### config.mk
export PLATFORM = sky130hd
export DESIGN_NAME = trap_entry_ctl
export DESIGN_NICKNAME = d
export VERILOG_FILES = /design/src/rtl/trap_entry_pkg.sv /design/src/rtl/trap_accept.sv /design/src/rtl/trap_status.sv /design/src/rtl/trap_vector.sv /design/src/rtl/trap_shadow.sv /design/src/rtl/trap_entry_ctl.sv
export SDC_FILE = /design/constraint.sdc
export NUM_CORES = 1
export LEC_CHECK = 0
export BUFFER_PORTS_ARGS = -buffer_cell sky130_fd_sc_hd__buf_2
export CAP_MARGIN = 5
export CORE_AREA = 2 2 253 255
export DETAILED_ROUTE_END_ITERATION = 16
export DIE_AREA = 0 0 255 257
export PLACE_DENSITY = 0.4
export SYNTH_ARGS = -nofsm -noshare
export SYNTH_HDL_FRONTEND = slang
export SYNTH_HIERARCHICAL = 1
export SYNTH_SLANG_ARGS = --single-unit
### constraint.sdc
create_clock -name clk -period 1.7 [get_ports clk]
set_input_delay 0.17 -clock clk [delete_from_list [all_inputs] [get_ports clk]]
set_output_delay 0.17 -clock clk [all_outputs]
set_load 0.01 [all_outputs]
### src/rtl/trap_entry_pkg.sv
package trap_entry_pkg;

    localparam int XLEN       = 32;
    localparam int VEC_W      = 5;
    localparam int SLOT_SHIFT = 5;
    localparam int ALIGN_W    = VEC_W + SLOT_SHIFT;

    // Status word layout; field order fixes the bit positions.
    typedef struct packed {
        logic [23:0] rsvd;
        logic [1:0]  priv;
        logic        m;
        logic        e;
        logic        d;
        logic        c;
        logic        q;
        logic        i;
    } stat_t;

    typedef struct packed {
        logic             fire;
        logic             hpmc;
        logic [VEC_W-1:0] vec;
    } accept_t;

    function automatic stat_t entry_status(input logic endian, input logic hpmc);
        stat_t s;
        s      = '0;
        s.e    = endian;
        s.m    = hpmc;
        return s;
    endfunction

    function automatic logic [XLEN-1:0] slot_addr(input logic [XLEN-1:0] base,
                                                  input logic [VEC_W-1:0] vec);
        return base + (XLEN'(vec) << SLOT_SHIFT);
    endfunction

endpackage

### src/rtl/trap_accept.sv
module trap_accept
    import trap_entry_pkg::*;
(
    input  logic             req,
    input  logic             hpmc,
    input  logic [VEC_W-1:0] vec,
    input  stat_t            cur,
    output accept_t          acc
);
    always_comb begin
        acc.fire = req && (hpmc || cur.i);
        acc.hpmc = hpmc;
        acc.vec  = vec;
    end
endmodule

### src/rtl/trap_status.sv
module trap_status
    import trap_entry_pkg::*;
#(
    parameter logic DEF_ENDIAN = 1'b1
) (
    input  logic            clk,
    input  logic            rst,
    input  accept_t         acc,
    input  logic            wr_en,
    input  logic [XLEN-1:0] wr_data,
    output stat_t           cur,
    output stat_t           saved
);
    always_ff @(posedge clk) begin
        if (rst) begin
            cur   <= '0;
            saved <= '0;
        end else if (acc.fire) begin
            saved <= cur;
            cur   <= entry_status(DEF_ENDIAN, acc.hpmc);
        end else if (wr_en) begin
            cur   <= stat_t'(wr_data);
        end
    end
endmodule

### src/rtl/trap_vector.sv
module trap_vector
    import trap_entry_pkg::*;
(
    input  logic            clk,
    input  logic            rst,
    input  accept_t         acc,
    input  logic            wr_en,
    input  logic [XLEN-1:0] wr_data,
    output logic [XLEN-1:0] base,
    output logic            redirect,
    output logic [XLEN-1:0] target
);
    always_ff @(posedge clk) begin
        if (rst) begin
            base <= '0;
        end else if (wr_en) begin
            base <= {wr_data[XLEN-1:ALIGN_W], {ALIGN_W{1'b0}}};
        end
    end

    always_ff @(posedge clk) begin
        if (rst) begin
            redirect <= 1'b0;
            target   <= '0;
        end else begin
            redirect <= acc.fire;
            if (acc.fire) begin
                target <= slot_addr(base, acc.vec);
            end
        end
    end
endmodule

### src/rtl/trap_shadow.sv
module trap_shadow #(
    parameter int GR_W       = 32,
    parameter int NUM_SHADOW = 7
) (
    input  logic                       clk,
    input  logic                       rst,
    input  logic                       capture,
    input  logic [GR_W*NUM_SHADOW-1:0] gr,
    output logic [GR_W*NUM_SHADOW-1:0] shadow
);
    for (genvar k = 0; k < NUM_SHADOW; k++) begin : g_slot
        always_ff @(posedge clk) begin
            if (rst) begin
                shadow[k*GR_W +: GR_W] <= '0;
            end else if (capture) begin
                shadow[k*GR_W +: GR_W] <= gr[k*GR_W +: GR_W];
            end
        end
    end
endmodule

### src/rtl/trap_entry_ctl.sv
module trap_entry_ctl
    import trap_entry_pkg::*;
#(
    parameter logic DEF_ENDIAN = 1'b1,
    parameter int   GR_W       = 32,
    parameter int   NUM_SHADOW = 7
) (
    input  logic                       clk,
    input  logic                       rst,
    input  logic                       irq_req_i,
    input  logic                       irq_hpmc_i,
    input  logic [VEC_W-1:0]           irq_vec_i,
    input  logic [GR_W*NUM_SHADOW-1:0] gr_i,
    input  logic                       psw_wr_en_i,
    input  logic [XLEN-1:0]            psw_wr_data_i,
    input  logic                       vba_wr_en_i,
    input  logic [XLEN-1:0]            vba_wr_data_i,
    output logic [XLEN-1:0]            psw_o,
    output logic [XLEN-1:0]            ipsw_o,
    output logic [XLEN-1:0]            vba_o,
    output logic [GR_W*NUM_SHADOW-1:0] shadow_o,
    output logic                       redirect_o,
    output logic [XLEN-1:0]            redirect_pc_o
);
    stat_t   cur_s;
    stat_t   saved_s;
    accept_t acc;

    trap_accept u_accept (
        .req  (irq_req_i),
        .hpmc (irq_hpmc_i),
        .vec  (irq_vec_i),
        .cur  (cur_s),
        .acc  (acc)
    );

    trap_status #(.DEF_ENDIAN(DEF_ENDIAN)) u_status (
        .clk     (clk),
        .rst     (rst),
        .acc     (acc),
        .wr_en   (psw_wr_en_i),
        .wr_data (psw_wr_data_i),
        .cur     (cur_s),
        .saved   (saved_s)
    );

    trap_vector u_vector (
        .clk      (clk),
        .rst      (rst),
        .acc      (acc),
        .wr_en    (vba_wr_en_i),
        .wr_data  (vba_wr_data_i),
        .base     (vba_o),
        .redirect (redirect_o),
        .target   (redirect_pc_o)
    );

    trap_shadow #(.GR_W(GR_W), .NUM_SHADOW(NUM_SHADOW)) u_shadow (
        .clk     (clk),
        .rst     (rst),
        .capture (acc.fire),
        .gr      (gr_i),
        .shadow  (shadow_o)
    );

    assign psw_o  = cur_s;
    assign ipsw_o = saved_s;
endmodule

==> impl_metrics.csv, run 1 <==
group,metric,value,unit
global_routing,globalRoute.totalOverflow,0,
timing,final-max-slew-violation-count,0,
synth,async_reset_ff_share,0,%
worst_setup_path,number_of_buffers_and_inverters_on_the_critical_path,2,
cts,clock_path_buffers,3,
cts,clkTransAtPathRegs,0.06,ns
synth,synth.top_cell.area_share,55.3,%
worst_setup_path,data_arrival_time_of_the_critical_path,1.90,ns
final_layout,finish.net_count,2318,
cts,numClockSinks,338,
global_routing,grt_util_met1,12.4,%
routing,dr.pass1.iters,5,
synth,mappedNetlistArea,12200,um2
power_and_ir_drop,power_switching,4890,uW
routing,viasPerCell,3.77,
die,die_w,255,um
placement,finalWeightedCongestion,0.751,
worst_setup_path,cp_cell_sequence,"o21a_4 -> buf_12 -> buf_12 -> mux2i_1 -> nor2_1",
cts,clock_tree_from_tritoncts,"yes",
timing,setup_viol,0,
final_layout,antenna-diode-count,0,
power_and_ir_drop,p_clk_share,43.4,%
cts,clk_latency,0.54,ns
routing,routed_wire_length_per_instance,14.6,um
die,top_level_ports,652,
global_routing,grt_use_total,12.1,%
die,height_of_the_die,257,um
synth,synthesis.instances,1116,
final_layout,syn_to_final_growth,65.8,%
global_routing,m2_gr_usage,23.1,%
synth,yosys_warnings,6,
routing,antenna_violating_nets_post_route,0,
worst_setup_path,endpoint_kind,"flip-flop",
worst_setup_path,worst_setup_path_start_kind,"flip-flop",
die,fp.dieArea,65500,um2
worst_hold_path,hp-class,"primary input to flip-flop",
timing,layout_min_cycle_time,1.49,ns
power_and_ir_drop,post_layout_total_power,20000,uW
power_and_ir_drop,netSwitchingFraction,24.4,%
power_and_ir_drop,p_leak,0.00979,uW
worst_setup_path,critical_path_max_stage_delay,0.35,ns
timing,timing.clock.skew,0.0118,ns
power_and_ir_drop,irDropWorstVdd,0.000519,V
die,initial_core_util,19.5,%
synth,syn_avg_cell_area,11.0,um2
run_status,run_status,"finished clean",
synth,prevailing_post_synth_register_cell,"sky130_fd_sc_hd__dfxtp_1",
synth,yosys-top-cells-count,"sky130_fd_sc_hd__dfxtp_1 (338), sky130_fd_sc_hd__mux2i_1 (337), sky130_fd_sc_hd__nor2_1 (335)",
power_and_ir_drop,comb_power_share,13.9,%
timing,tns,0,ns
worst_setup_path,slowest_stage_cell_crit_path,"sky130_fd_sc_hd__dfxtp_1",
cts,number_of_buffers_created_by_cts,41,
power_and_ir_drop,p_seq_share,42.7,%
final_layout,final_design_area_excluding_fillers,20300,um2
placement,portBuffers,626,
placement,dpl_cell_area,16100,um2
global_routing,grt_most_used_layer,"met2",
worst_setup_path,worst_path_dominant_cell_family,"buffers and inverters",
global_routing,via_count_of_the_first_global_routing_pass,11200,
final_layout,layout-drive-gt1-share,35.4,%
cts,htree_num_levels,2,
routing,number_of_remaining_drc_errors,0,
power_and_ir_drop,power.density_cell_area,986,nW/um2
worst_setup_path,worstPathMaxFanout,33,
cts,root_buffer_selected_by_cts,"sky130_fd_sc_hd__clkbuf_16",
routing,detail_route.wirelength,42.3,mm
global_routing,grt_pass1_wl,62.4,mm
synth,synthMostInstantiatedCell,"sky130_fd_sc_hd__dfxtp_1",
timing,grt_setup_unrepaired,"no",
placement,detailedPlacementHpwl,30.4,mm
synth,synth.ff_latch_count,338,
power_and_ir_drop,internal-power,15100,uW
global_routing,grt_antenna_before_repair,0,
worst_setup_path,critPathRequiredTime,2.11,ns
synth,synth_top_area_cell,"sky130_fd_sc_hd__dfxtp_1",
worst_setup_path,crit_type,"flip-flop to flip-flop",
global_routing,grt_use_met3,3.24,%
routing,drt_iter0_drc,336,
synth,post_synth_main_area_contributors,"sky130_fd_sc_hd__dfxtp_1 (55%), sky130_fd_sc_hd__mux2i_1 (28%), sky130_fd_sc_hd__nor2_1 (10%)",
worst_setup_path,path_common_cell,"sky130_fd_sc_hd__buf_12",
timing,max_freq,673,MHz
die,floorplan.rows,92,
flow_run,max-cap-violations,0,
cts,post_cts_resized,0,
routing,dr_total_vias,10900,
timing,finalCritPeriodShare,87.4,%
global_routing,pin_count_of_the_biggest_net_entering_global_routing,60,
die,floorplan.core_area,62700,um2
synth,synth_sequential_area_ratio,55.3,%
timing,hold_violations,0,
synth,synth.distinct_cells,17,
synth,post_synth_edffs,0,
-- cell usage in the layout, fill, tap and decap left out --
cell type	instances
sky130_fd_sc_hd__buf_2	625
sky130_fd_sc_hd__dfxtp_1	338
sky130_fd_sc_hd__mux2i_1	337
sky130_fd_sc_hd__nor2_1	335
sky130_fd_sc_hd__dlygate4sd3_1	286
sky130_fd_sc_hd__clkbuf_16	41
sky130_fd_sc_hd__buf_4	20
sky130_fd_sc_hd__conb_1	15
sky130_fd_sc_hd__clkbuf_8	14
sky130_fd_sc_hd__buf_12	12
sky130_fd_sc_hd__clkbuf_1	6
sky130_fd_sc_hd__clkinv_2	5
sky130_fd_sc_hd__clkinvlp_4	2
sky130_fd_sc_hd__bufinv_16	2
sky130_fd_sc_hd__nor2b_1	2
sky130_fd_sc_hd__buf_8	1
sky130_fd_sc_hd__o21a_4	1
sky130_fd_sc_hd__or2_4	1
sky130_fd_sc_hd__inv_1	1
sky130_fd_sc_hd__a211oi_1	1
sky130_fd_sc_hd__a21oi_1	1
-- state kept, by name, summed over array words and instances, names as in the netlist --
name	cells
u_vector/target	27
u_vector/base	22
u_status/saved	32
u_shadow/shadow	224
u_vector/redirect	1
u_status/cur	32
-- worst register-to-register path, delay by kind of cell (launching register included) --
family                 cells  cell delay [ns]
AO/OA/AOI/OAI              1             0.17
AND/OR/NAND/NOR            1             0.06
flip-flops                 1             0.35
buffers and inverters      2             0.53
multiplexers               1             0.26
-- final timing paths --
| kind | endpoint | depth (start not counted) | slack (ns) | from |
|---|---|---|---|---|
| worst min register to register | u_shadow/shadow[34]$_SDFFE_PP0P_ | 2 | 0.48 | u_shadow/shadow[34]$_SDFFE_PP0P_ |
| worst min-delay path | u_status/cur[11]$_SDFFE_PP0P_ | 4 | 0.20 | psw_wr_en_i |
| worst max register to register | u_shadow/shadow[219]$_SDFFE_PP0P_ | 5 | 0.21 | u_status/cur[0]$_SDFFE_PP0P_ |
| worst max-delay path | u_shadow/shadow[219]$_SDFFE_PP0P_ | 5 | 0.21 | u_status/cur[0]$_SDFFE_PP0P_ |
-- power groups by stage --
stage / registers (uW) / clock network, uW / logic [uW]
after detailed placement: 8710 / 0 / 2270
after global placement: 8700 / 0 / 2260
after CTS: 8540 / 9080 / 2820
after floorplan: 8890 / 0 / 1130
final: 8540 / 8690 / 2780
after global routing: 8590 / 9340 / 3020
-- through the flow --
step,worst slack (ns),hold slack (ns),instances,util (%)
finish,0.214,0.200,2892,32.4
global route,0.104,0.187,2892,32.4
CTS,0.202,0.152,2892,32.4
detailed placement,0.219,0.410,2536,25.7
global placement,0.235,0.403,2536,25.7
floorplan,0.257,0.317,1130,-
-- layer usage --
layer	vias to the layer above	share of wire, %
met5	-	0
met4	0	2.9
met3	71	7.4
met2	365	52
met1	5020	38
li1	5453	-
-- area by class of cell --
| cell class | instances | area, um2 |
|---|---|---|
| Timing Repair Buffer | 944 | 6400 |
| Multi-Input combinational cell | 693 | 4740 |
| Inverter | 1 | 3.75 |
| Clock buffer | 61 | 1240 |
| Clock inverter | 9 | 100 |
| Sequential cell | 338 | 6770 |
| Tap cell | 846 | 1060 |
| Fill cell | 6544 | 42400 |
-- kinds of logic after synthesis --
group           after synthesis  share of synthesized area, %
simple gates                338                          10.4
mux                         337                          27.6
flops                       338                          55.3
other cells                   1                        0.0306
compound gates                3                         0.164
buf+inv                      99                          6.54
-- repair_timing --
item                      4_1_cts  5_1_grt
hold buffers                  286        0
buffers inserted                0        0
hold endpoints to repair      285        0
Note: power is estimated with default switching activity, not from simulation.
==> run 2: changes to the inputs <==
--- a/config.mk
+++ b/config.mk
@@ -7,11 +7,10 @@
 export LEC_CHECK = 0
 export BUFFER_PORTS_ARGS = -buffer_cell sky130_fd_sc_hd__buf_2
 export CAP_MARGIN = 5
-export CORE_AREA = 2 2 253 255
+export CORE_AREA = 2 2 251 253
 export DETAILED_ROUTE_END_ITERATION = 16
-export DIE_AREA = 0 0 255 257
-export PLACE_DENSITY = 0.4
+export DIE_AREA = 0 0 253 255
+export PLACE_DENSITY = 0.38
 export SYNTH_ARGS = -nofsm -noshare
 export SYNTH_HDL_FRONTEND = slang
-export SYNTH_HIERARCHICAL = 1
 export SYNTH_SLANG_ARGS = --single-unit
==> impl_metrics.csv, run 2 <==
group,metric,value,unit
cts,clock_tree_from_tritoncts,"yes",
synth,synth.ff_latch_count,338,
power_and_ir_drop,p_seq_share,43.2,%
routing,number_of_remaining_drc_errors,0,
timing,max_freq,653,MHz
final_layout,syn_to_final_growth,75.7,%
power_and_ir_drop,irDropWorstVdd,0.000520,V
worst_hold_path,hold_start,"vba_wr_en_i",
timing,grt_setup_unrepaired,"no",
synth,yosys-top-cells-count,"sky130_fd_sc_hd__dfxtp_1 (338), sky130_fd_sc_hd__a22o_1 (283), sky130_fd_sc_hd__mux2i_1 (54)",
timing,final-max-slew-violation-count,0,
routing,antenna_violating_nets_post_route,0,
timing,tns,0,ns
routing,viasPerCell,3.95,
synth,main_combinational_cell_family_by_area_after_synthesis,"compound AO/OA/AOI/OAI gates",
final_layout,commonest_non_fill_non_tap_cell_in_the_layout,"sky130_fd_sc_hd__buf_2",
cts,clk_latency,0.55,ns
cts,root_buffer_selected_by_cts,"sky130_fd_sc_hd__clkbuf_16",
worst_setup_path,worst_setup_path_start_kind,"flip-flop",
power_and_ir_drop,internal-power,15000,uW
placement,detailedPlacementHpwl,28.5,mm
synth,synthMostInstantiatedCell,"sky130_fd_sc_hd__dfxtp_1",
worst_setup_path,rr_startpoint,"u_status.cur[0]$_SDFFE_PP0P_",
worst_setup_path,slowest_stage_cell_crit_path,"sky130_fd_sc_hd__dfxtp_1",
flow_run,max-cap-violations,0,
cts,htree_num_levels,2,
die,fp.dieArea,64500,um2
global_routing,via_count_of_the_first_global_routing_pass,10200,
final_layout,largestRegisters,"u_shadow.shadow: 224 flops, u_status.cur: 32 flops, u_status.saved: 32 flops",
global_routing,grt_antenna_before_repair,1,
die,top_level_ports,652,
synth,syn_avg_cell_area,13.0,um2
worst_setup_path,endpoint_kind,"flip-flop",
final_layout,largest_register_ffs,224,
final_layout,finish.net_count,2031,
synth,synthesis.instances,825,
synth,yosys-mux-area-fraction,5.03,%
timing,timing.clock.skew,0.0169,ns
worst_setup_path,critPathRequiredTime,2.19,ns
routing,detail_route.wirelength,41.9,mm
timing,finalCritPeriodShare,90.0,%
synth,yosys_warnings,0,
run_status,run_status,"finished clean",
power_and_ir_drop,power.density_cell_area,1050,nW/um2
final_layout,finalCoreUtilization,30.4,%
die,floorplan.core_area,62200,um2
routing,routed_wire_length_per_instance,16.4,um
routing,drt_iter0_drc,428,
power_and_ir_drop,netSwitchingFraction,24.2,%
final_layout,stdcell_count,2561,
die,floorplan.rows,92,
synth,prevailing_post_synth_register_cell,"sky130_fd_sc_hd__dfxtp_1",
die,height_of_the_die,255,um
power_and_ir_drop,post_layout_total_power,19800,uW
power_and_ir_drop,p_clk_share,44.4,%
global_routing,globalRoute.totalOverflow,0,
synth,synth_xor_xnor_area_share,0,%
global_routing,grt_use_total,11.9,%
synth,synth.top_cell.area_share,62.9,%
synth,synth.distinct_cells,16,
timing,layout_min_cycle_time,1.53,ns
timing,setup_viol,0,
routing,dr.pass1.iters,4,
cts,numClockSinks,338,
timing,holdWs,0.130,ns
final_layout,most-common-layout-cells,"sky130_fd_sc_hd__buf_2 (626), sky130_fd_sc_hd__dfxtp_1 (338), sky130_fd_sc_hd__dlygate4sd3_1 (285)",
synth,post_synth_main_area_contributors,"sky130_fd_sc_hd__dfxtp_1 (63%), sky130_fd_sc_hd__a22o_1 (23%), sky130_fd_sc_hd__mux2i_1 (5.0%)",
worst_setup_path,critical_path_max_stage_delay,0.33,ns
power_and_ir_drop,comb_power_share,12.3,%
cts,clock_path_buffers,3,
die,die_w,253,um
final_layout,layout-drive-gt1-share,41.2,%
worst_setup_path,startpoint,"u_status.cur[0]$_SDFFE_PP0P_",
synth,async_reset_ff_share,0,%
power_and_ir_drop,p_leak,0.00922,uW
worst_setup_path,crit_type,"flip-flop to flip-flop",
placement,finalWeightedCongestion,0.752,
cts,number_of_buffers_created_by_cts,41,
synth,synth-simple-area-share,2.06,%
synth,mappedNetlistArea,10800,um2
synth,adder_and_majority_gate_portion_of_the_synthesized_area,0,%
synth,post_synth_edffs,0,
cts,clkTransAtPathRegs,0.06,ns
worst_setup_path,cp_cell_sequence,"o21ai_2 -> nor2b_4 -> buf_12 -> buf_4 -> a22o_1",
global_routing,grt_pass1_wl,59.8,mm
worst_setup_path,worstPathMaxFanout,40,
synth,synth_top_area_cell,"sky130_fd_sc_hd__dfxtp_1",
placement,portBuffers,626,
synth,synth_sequential_area_ratio,62.9,%
worst_hold_path,hp-class,"primary input to flip-flop",
worst_setup_path,data_arrival_time_of_the_critical_path,2.02,ns
final_layout,top_register,"u_shadow.shadow",
timing,hold_violations,0,
cts,post-cts-setup-buffers,0,
power_and_ir_drop,power_switching,4800,uW
placement,cells_after_dpl,2203,
routing,dr_total_vias,10100,
global_routing,pin_count_of_the_biggest_net_entering_global_routing,53,
die,initial_core_util,17.3,%
synth,synth_compound_gate_area_share,23.3,%
[run 2: changes by cell type after synthesis, sizes merged, moves of 2 or more]
cell | previous run | this run
nor2 | 335 | 53
clkbuf | 21 | 12
mux2i | 337 | 54
a22o | 0 | 283
buf | 77 | 79
[run 2: logic make-up (layout without fill, tap and decap cells)]
| logic type | Yosys count | in the layout |
|---|---|---|
| flip-flops | 338 | 338 |
| AO/OA/AOI/OAI | 286 | 286 |
| multiplexers | 54 | 54 |
| AND/OR/NAND/NOR | 55 | 55 |
| buffers and inverters | 91 | 1013 |
| other | 1 | 16 |
[run 2: cell type report]
class	count	area, um2
diodes	1	2.50
clock buffers	60	1240
clock inverters	12	120
fillers	6470	43300
multi-input cells	410	3330
flip-flops and latches	338	6770
well taps	799	1000
repair buffers	941	6440
[run 2: worst paths after layout]
check	to	slack (ns)	cells past startpoint
setup / recovery	u_shadow.shadow[100]$_SDFFE_PP0P_	0.17	5
hold / removal	u_vector.base[22]$_SDFFE_PP0P_	0.13	3
setup reg to reg	u_shadow.shadow[100]$_SDFFE_PP0P_	0.17	5
hold reg to reg	u_status.saved[2]$_SDFFE_PP0P_	0.47	1
[run 2: per-layer routing]
metal | share of wire [%] | routed length [um] | GRT usage (%) | vias to the layer above
li1 | - | - | - | 4876
met1 | 40 | 16700 | 13.4 | 4786
met2 | 50 | 21000 | 21.2 | 374
met4 | 2.6 | 1080 | 4.29 | 0
met3 | 7.3 | 3070 | 3.52 | 73
met5 | 0 | 0 | 0 | -
[run 2: critical path, delay by kind of cell (launching register included)]
kind / cells / cell delay, ns
AO/OA/AOI/OAI: 2 / 0.34
flip-flops: 1 / 0.33
buffers and inverters: 2 / 0.52
AND/OR/NAND/NOR: 1 / 0.23
[run 2: stage by stage]
stage               worst slack, ns  instance area, um2
global placement              0.186               14700
detailed placement            0.157               14700
floorplan                     0.332               10800
finish                        0.170               18900
global route                 0.0484               18900
CTS                           0.112               18900
[run 2: timing repair]
action	CTS	global route
resized for setup	0	0
hold buffers	285	0
endpoints found under the hold margin	283	0
[run 2: power by group through the flow]
stage / Combinational [uW] / Sequential [uW] / Clock, uW
final: 2440 / 8570 / 8800
after global routing: 2640 / 8610 / 9440
after CTS: 2470 / 8560 / 9160
after detailed placement: 1930 / 8730 / 0
after global placement: 1930 / 8720 / 0
after floorplan: 775 / 8900 / 0
